## src/rtl/smi_tunnel_pkg.sv

```systemverilog
package smi_tunnel_pkg;

    localparam int DATA_W = 16;
    localparam int FLD_W  = 5;

    // command word bit positions (decoded by the switch)
    localparam int CMD_BUSY_BIT = 15;
    localparam int CMD_C22_BIT  = 12;
    localparam int CMD_RD_BIT   = 11;
    localparam int CMD_WR_BIT   = 10;
    localparam int CMD_PHY_LSB  = 5;

    typedef enum logic [2:0] {
        S_IDLE,
        S_POLL_PRE,
        S_DATA_WR,
        S_CMD_WR,
        S_POLL_POST,
        S_DATA_RD,
        S_DONE
    } seq_state_e;

    typedef struct packed {
        seq_state_e              st;
        logic                    rw;
        logic [FLD_W-1:0]        phy;
        logic [FLD_W-1:0]        regn;
        logic [DATA_W-1:0]       wdata;
        logic [DATA_W-1:0]       rdata;
        logic                    tout;
    } seq_regs_t;

endpackage

```

## src/rtl/smi_cmd_pack.sv

```systemverilog
module smi_cmd_pack
    import smi_tunnel_pkg::*;
(
    input  logic              rw,
    input  logic [FLD_W-1:0]  phy,
    input  logic [FLD_W-1:0]  regn,
    output logic [DATA_W-1:0] cmd
);
    always_comb begin
        cmd                                   = '0;
        cmd[CMD_BUSY_BIT]                     = 1'b1;
        cmd[CMD_C22_BIT]                      = 1'b1;
        cmd[CMD_RD_BIT]                       = ~rw;
        cmd[CMD_WR_BIT]                       = rw;
        cmd[CMD_PHY_LSB +: FLD_W]             = phy;
        cmd[FLD_W-1:0]                        = regn;
    end
endmodule

```

## src/rtl/smi_status_mask.sv

```systemverilog
module smi_status_mask
    import smi_tunnel_pkg::*;
#(
    parameter logic [FLD_W-1:0]  STATUS_REG = 5'h01,
    parameter logic [FLD_W-1:0]  SW_ADDR    = 5'h10,
    parameter logic [DATA_W-1:0] STATUS_VAL = 16'h0124
) (
    input  logic              rw,
    input  logic [FLD_W-1:0]  phy,
    input  logic [FLD_W-1:0]  regn,
    output logic              hit,
    output logic [DATA_W-1:0] value
);
    always_comb begin
        hit   = ~rw && (regn == STATUS_REG);
        value = (phy == SW_ADDR) ? STATUS_VAL : '0;
    end
endmodule

```

## src/rtl/smi_poll_limiter.sv

```systemverilog
module smi_poll_limiter #(
    parameter int LIMIT = 10000
) (
    input  logic clk,
    input  logic rst_n,
    input  logic clear,
    input  logic busy_seen,
    output logic expired
);
    localparam int CW = $clog2(LIMIT + 1);

    logic [CW-1:0] cnt_d, cnt_q;

    always_comb begin
        cnt_d = cnt_q;
        if (clear)
            cnt_d = '0;
        else if (busy_seen)
            cnt_d = cnt_q + 1'b1;
        expired = busy_seen && (cnt_q == CW'(LIMIT - 1));
    end

    always_ff @(posedge clk) begin
        if (!rst_n) cnt_q <= '0;
        else        cnt_q <= cnt_d;
    end
endmodule

```

## src/rtl/smi_tunnel_seq.sv

```systemverilog
module smi_tunnel_seq
    import smi_tunnel_pkg::*;
#(
    parameter logic [FLD_W-1:0]  SW_ADDR    = 5'h10,
    parameter logic [FLD_W-1:0]  CMD_REG    = 5'h00,
    parameter logic [FLD_W-1:0]  DATA_REG   = 5'h01,
    parameter logic [FLD_W-1:0]  STATUS_REG = 5'h01,
    parameter logic [DATA_W-1:0] STATUS_VAL = 16'h0124,
    parameter int                POLL_LIMIT = 10000
) (
    input  logic              clk,
    input  logic              rst_n,
    input  logic              host_valid,
    output logic              host_ready,
    input  logic              host_rw,
    input  logic [FLD_W-1:0]  host_phy,
    input  logic [FLD_W-1:0]  host_reg,
    input  logic [DATA_W-1:0] host_wdata,
    output logic              host_done,
    output logic [DATA_W-1:0] host_rdata,
    output logic              host_timeout,
    output logic              mdio_req,
    output logic              mdio_rw,
    output logic [FLD_W-1:0]  mdio_addr,
    output logic [FLD_W-1:0]  mdio_reg,
    output logic [DATA_W-1:0] mdio_wdata,
    input  logic              mdio_ack,
    input  logic [DATA_W-1:0] mdio_rdata
);
    seq_regs_t q, d;

    logic [DATA_W-1:0] cmd_word;
    logic              stat_hit;
    logic [DATA_W-1:0] stat_val;
    logic              in_poll;
    logic              busy_bit;
    logic              poll_busy;
    logic              poll_expired;

    smi_cmd_pack u_cmd (
        .rw   (q.rw),
        .phy  (q.phy),
        .regn (q.regn),
        .cmd  (cmd_word)
    );

    smi_status_mask #(
        .STATUS_REG (STATUS_REG),
        .SW_ADDR    (SW_ADDR),
        .STATUS_VAL (STATUS_VAL)
    ) u_stat (
        .rw    (host_rw),
        .phy   (host_phy),
        .regn  (host_reg),
        .hit   (stat_hit),
        .value (stat_val)
    );

    smi_poll_limiter #(
        .LIMIT (POLL_LIMIT)
    ) u_poll (
        .clk       (clk),
        .rst_n     (rst_n),
        .clear     (~in_poll),
        .busy_seen (poll_busy),
        .expired   (poll_expired)
    );

    // downstream access drive, purely from the current step
    always_comb begin
        in_poll    = (q.st == S_POLL_PRE) || (q.st == S_POLL_POST);
        busy_bit   = mdio_rdata[CMD_BUSY_BIT];
        poll_busy  = in_poll && mdio_ack && busy_bit;

        mdio_req   = 1'b0;
        mdio_rw    = 1'b0;
        mdio_addr  = SW_ADDR;
        mdio_reg   = CMD_REG;
        mdio_wdata = '0;
        unique case (q.st)
            S_POLL_PRE, S_POLL_POST: begin
                mdio_req = 1'b1;
            end
            S_DATA_WR: begin
                mdio_req   = 1'b1;
                mdio_rw    = 1'b1;
                mdio_reg   = DATA_REG;
                mdio_wdata = q.wdata;
            end
            S_CMD_WR: begin
                mdio_req   = 1'b1;
                mdio_rw    = 1'b1;
                mdio_wdata = cmd_word;
            end
            S_DATA_RD: begin
                mdio_req = 1'b1;
                mdio_reg = DATA_REG;
            end
            default: ;
        endcase
    end

    // sequencing
    always_comb begin
        d = q;
        unique case (q.st)
            S_IDLE: begin
                if (host_valid) begin
                    d.rw    = host_rw;
                    d.phy   = host_phy;
                    d.regn  = host_reg;
                    d.wdata = host_wdata;
                    d.tout  = 1'b0;
                    d.rdata = '0;
                    if (stat_hit) begin
                        d.rdata = stat_val;
                        d.st    = S_DONE;
                    end else begin
                        d.st = S_POLL_PRE;
                    end
                end
            end
            S_POLL_PRE: begin
                if (mdio_ack) begin
                    if (!busy_bit) begin
                        d.st = q.rw ? S_DATA_WR : S_CMD_WR;
                    end else if (poll_expired) begin
                        d.tout = 1'b1;
                        d.st   = q.rw ? S_DATA_WR : S_DONE;
                    end
                end
            end
            S_DATA_WR: begin
                if (mdio_ack) d.st = S_CMD_WR;
            end
            S_CMD_WR: begin
                if (mdio_ack) d.st = S_POLL_POST;
            end
            S_POLL_POST: begin
                if (mdio_ack) begin
                    if (!busy_bit) begin
                        d.st = q.rw ? S_DONE : S_DATA_RD;
                    end else if (poll_expired) begin
                        d.tout = 1'b1;
                        d.st   = S_DONE;
                    end
                end
            end
            S_DATA_RD: begin
                if (mdio_ack) begin
                    d.rdata = mdio_rdata;
                    d.st    = S_DONE;
                end
            end
            S_DONE: begin
                d.st = S_IDLE;
            end
            default: d.st = S_IDLE;
        endcase
    end

    always_ff @(posedge clk) begin
        if (!rst_n) begin
            q <= '{st: S_IDLE, rw: 1'b0, phy: '0, regn: '0,
                   wdata: '0, rdata: '0, tout: 1'b0};
        end else begin
            q <= d;
        end
    end

    assign host_ready   = (q.st == S_IDLE);
    assign host_done    = (q.st == S_DONE);
    assign host_rdata   = q.rdata;
    assign host_timeout = q.tout;

endmodule

```

## config.mk

```make
export PLATFORM = sky130hd
export DESIGN_NAME = smi_tunnel_seq
export DESIGN_NICKNAME = d
export VERILOG_FILES = /design/src/rtl/smi_tunnel_pkg.sv /design/src/rtl/smi_cmd_pack.sv /design/src/rtl/smi_status_mask.sv /design/src/rtl/smi_poll_limiter.sv /design/src/rtl/smi_tunnel_seq.sv
export SDC_FILE = /design/constraint.sdc
export NUM_CORES = 1
export LEC_CHECK = 0
export CORE_MARGIN = 4
export CORE_UTILIZATION = 45
export CTS_BUF_LIST = sky130_fd_sc_hd__clkbuf_8
export CTS_CLUSTER_DIAMETER = 80
export CTS_CLUSTER_SIZE = 30
export DETAILED_ROUTE_END_ITERATION = 7
export PLACE_DENSITY = 0.81
export SYNTH_ARGS = -nofsm -noshare
export SYNTH_HDL_FRONTEND = slang
export SYNTH_HIERARCHICAL = 1
export SYNTH_SLANG_ARGS = --single-unit
```

## constraint.sdc

```tcl
create_clock -name clk -period 4 [get_ports clk]
set_clock_uncertainty 0.15 [all_clocks]
set_input_delay 0.8 -clock clk [delete_from_list [all_inputs] [get_ports clk]]
set_output_delay 0.8 -clock clk [all_outputs]
set_load 0.02 [all_outputs]
```

==> results.cfg <==
[run_status]
status = finished, final reports clean

[clock_tree]
clk_pin_slew_ns = 0.07
cts.path.max_buffers = 2
cts_root_buffer = clkbuf_8
worst_skew_pair.late_latency_ns = 0.33
cts_tree = done
ctsHoldBuffers = 0
clkSinkCount = 61
numCtsBuffers = 9
cts.repair.resized = 0
post-cts-setup-buffer-count = 0
htree_levels = 3

[yosys]
ys_warn_count = 6
syn_inst = 427
syn_avg_cell_area_um2 = 8.31
yosysTopAreaCell = dfxtp_1
ys_ff_latch = 61
synth_top_area_share_pct = 34.4
ys_types = 43
synth_area_leaders = dfxtp_1 34%, buf_4 13%, nand2_1 7.1%
ys_seq_area_share_pct = 34.4
synthesis.area_um2 = 3550

[floorplan]
die_height_um = 96.8
die-area_um2 = 9370
die_x_um = 96.8
initial_core_util_pct = 46.1
core_area_um2 = 7690
num_rows = 32
pin_count = 94

[layout]
drive_gt1_share_pct = 5.60
layout.nets = 510
layout_common_cells = 84 x clkdlybuf4s50_1, 67 x nand2_1, 61 x dfxtp_1
layout_commonest_cell = clkdlybuf4s50_1
syn_to_final_growth_pct = 18.6
n_antenna_cell = 0

[power_and_ir_drop]
cellPowerDensity_nw_per_um2 = 514
p_int_mw = 1.35
clkPwrFrac_pct = 20.9
p_leak_nw = 1.67
switchingPower_mw = 0.815
seqPwrFrac_pct = 39.1
comb_power_share_pct = 40.0
ir_drop_uv = 345
sw_frac_of_total_pct = 37.7

[worst_setup_path]
crit_type = register to primary output
critPathArrivalTime_ns = 2.72
crit_path_max_fanout = 18
rr_endpoint = q[44]
rr_startpoint = q[46]
r2r_cells = 9
r2r_slack_ns = 0.99
cp-end-kind = primary output
cp.required_ns = 3.05
critPathLaunchType = register

[timing]
hold-worst-slack_ns = 0.315
hold_viol = 0
relSlewSlack_pct = 36.0
period_share_pct = 91.7
rsz0062_at_grt = no
fmax_ghz = 0.272
period_minus_slack_ns = 3.67
fin_setup_tns_ns = 0
finalSetupViolCount = 0
final-max-slew-violation-count = 0
worstMarginPinSlew_ns = 0.960

[drt]
drc = 0
first_pass_iters = 5
vias = 2926
via_per_inst = 5.17
finalWirelength_um = 7980
drtIter0Drc = 94
antenna_left = 0
wl_per_cell_um = 14.1

[global_route]
grt_max_degree = 52
grtUsageTotal_pct = 16.5
overflow = 0
grt_antenna_before_repair = 0
grt_pass1_vias = 2771
grt_pass1_wl_um = 13000

[worst_hold_path]
holdPathEnd = q[18]
min_from = q[18]
hold_class = register to register
min_path_cells = 2

[placement]
io_buffers = 84
place.gp.congestion = 0.836
hpwl_um = 5510

[flow_run]
maxCapViolCount = 0
[state kept, by name (all words and copies together), names as in the netlist]
register	flops
host_rdata	16
q	30
host_timeout	1
u_poll/cnt_q	14
[Yosys cell counts (all sizes together)]
cell,instances
buf,73
nand2,67
dfxtp,61
a21boi,28
nand4,22
inv,21
o211ai,19
a22o,16
o211a,16
clkbuf,13
nor2,9
nor4,9
a21oi,6
mux2i,6
nand3,6
nor3,6
conb,5
nand2b,5
nor2b,5
o21ai,5
and2,4
o21a,4
or4,4
o31ai,3
xor2,3
or4b,2
xnor2,2
and3,1
ha,1
nand3b,1
o2111a,1
o31a,1
or3,1
or3b,1
[through the flow]
| step | instance area [µm²] | power, mW | setup WS, ns | util, % | instances |
|---|---|---|---|---|---|
| floorplan | 3630 | 1.55 | 1.37 | - | 448 |
| global placement | 4050 | 1.70 | 0.783 | 52.7 | 553 |
| detailed placement | 4050 | 1.73 | 0.689 | 52.7 | 553 |
| CTS | 4210 | 2.18 | 0.304 | 54.7 | 566 |
| global route | 4210 | 2.30 | 0.162 | 54.7 | 566 |
| finish | 4210 | 2.16 | 0.330 | 54.7 | 566 |
[worst max-delay path: stages (launching register included)]
cell and delay [ns]:
dfxtp_1 0.71, nor2b_1 0.25, and2_1 0.56, a22o_1 0.25, clkdlybuf4s50_1 0.61
[per-layer routing]
metal | track usage (%) | vias up | share of wire [%]
met4 | 6.70 | 0 | 0.98
met3 | 5.19 | 5 | 8.6
met1 | 21.0 | 1339 | 46
met2 | 25.7 | 107 | 45
met5 | 0 | - | 0
li1 | - | 1475 | -
[power by group through the flow]
stage / clock (mW) / sequential [mW] / combinational (mW)
after CTS: 0.464 / 0.844 / 0.875
after floorplan: 0 / 0.798 / 0.757
after global routing: 0.490 / 0.862 / 0.947
after detailed placement: 0 / 0.856 / 0.871
final: 0.451 / 0.846 / 0.866
after global placement: 0 / 0.850 / 0.853
[worst max-delay path by stage]
| stage | endpoint | depth (start not counted) | from | slack, ns |
|---|---|---|---|---|
| 2_1_floorplan | q[44] | 11 | q[45] | 1.37 |
| 3_3_place_gp | q[45] | 8 | mdio_ack | 0.78 |
| 3_5_place_dp | mdio_wdata[12] | 4 | q[45] | 0.69 |
| 4_1_cts | mdio_wdata[12] | 4 | q[45] | 0.30 |
| 5_1_grt | mdio_wdata[12] | 4 | q[45] | 0.16 |
| 6_report | mdio_wdata[12] | 4 | q[45] | 0.33 |
[final cells by class]
class                   instances  area, µm²
fillers                       721       3480
multi-input cells             280       1750
flip-flops and latches         61       1220
repair buffers                 89        878
clock buffers                  10        138
well taps                     102        128
inverters                      21       78.8
clock inverters                 3       15.0
[logic make-up (layout without fill, tap and decap cells)]
family | after synthesis | after routing | share of synthesized area [%]
xor gates and xnor gates | 5 | 5 | 1.23
AOI/OAI and AO/OA | 99 | 99 | 22.4
DFF | 61 | 61 | 34.4
buffers and inverters | 107 | 123 | 18.6
muxes | 6 | 6 | 1.69
and+or+nand+nor | 143 | 143 | 20.8
adders and majority gates | 1 | 1 | 0.353
other | 5 | 26 | 0.529
Note: power is estimated with default switching activity, not from simulation.
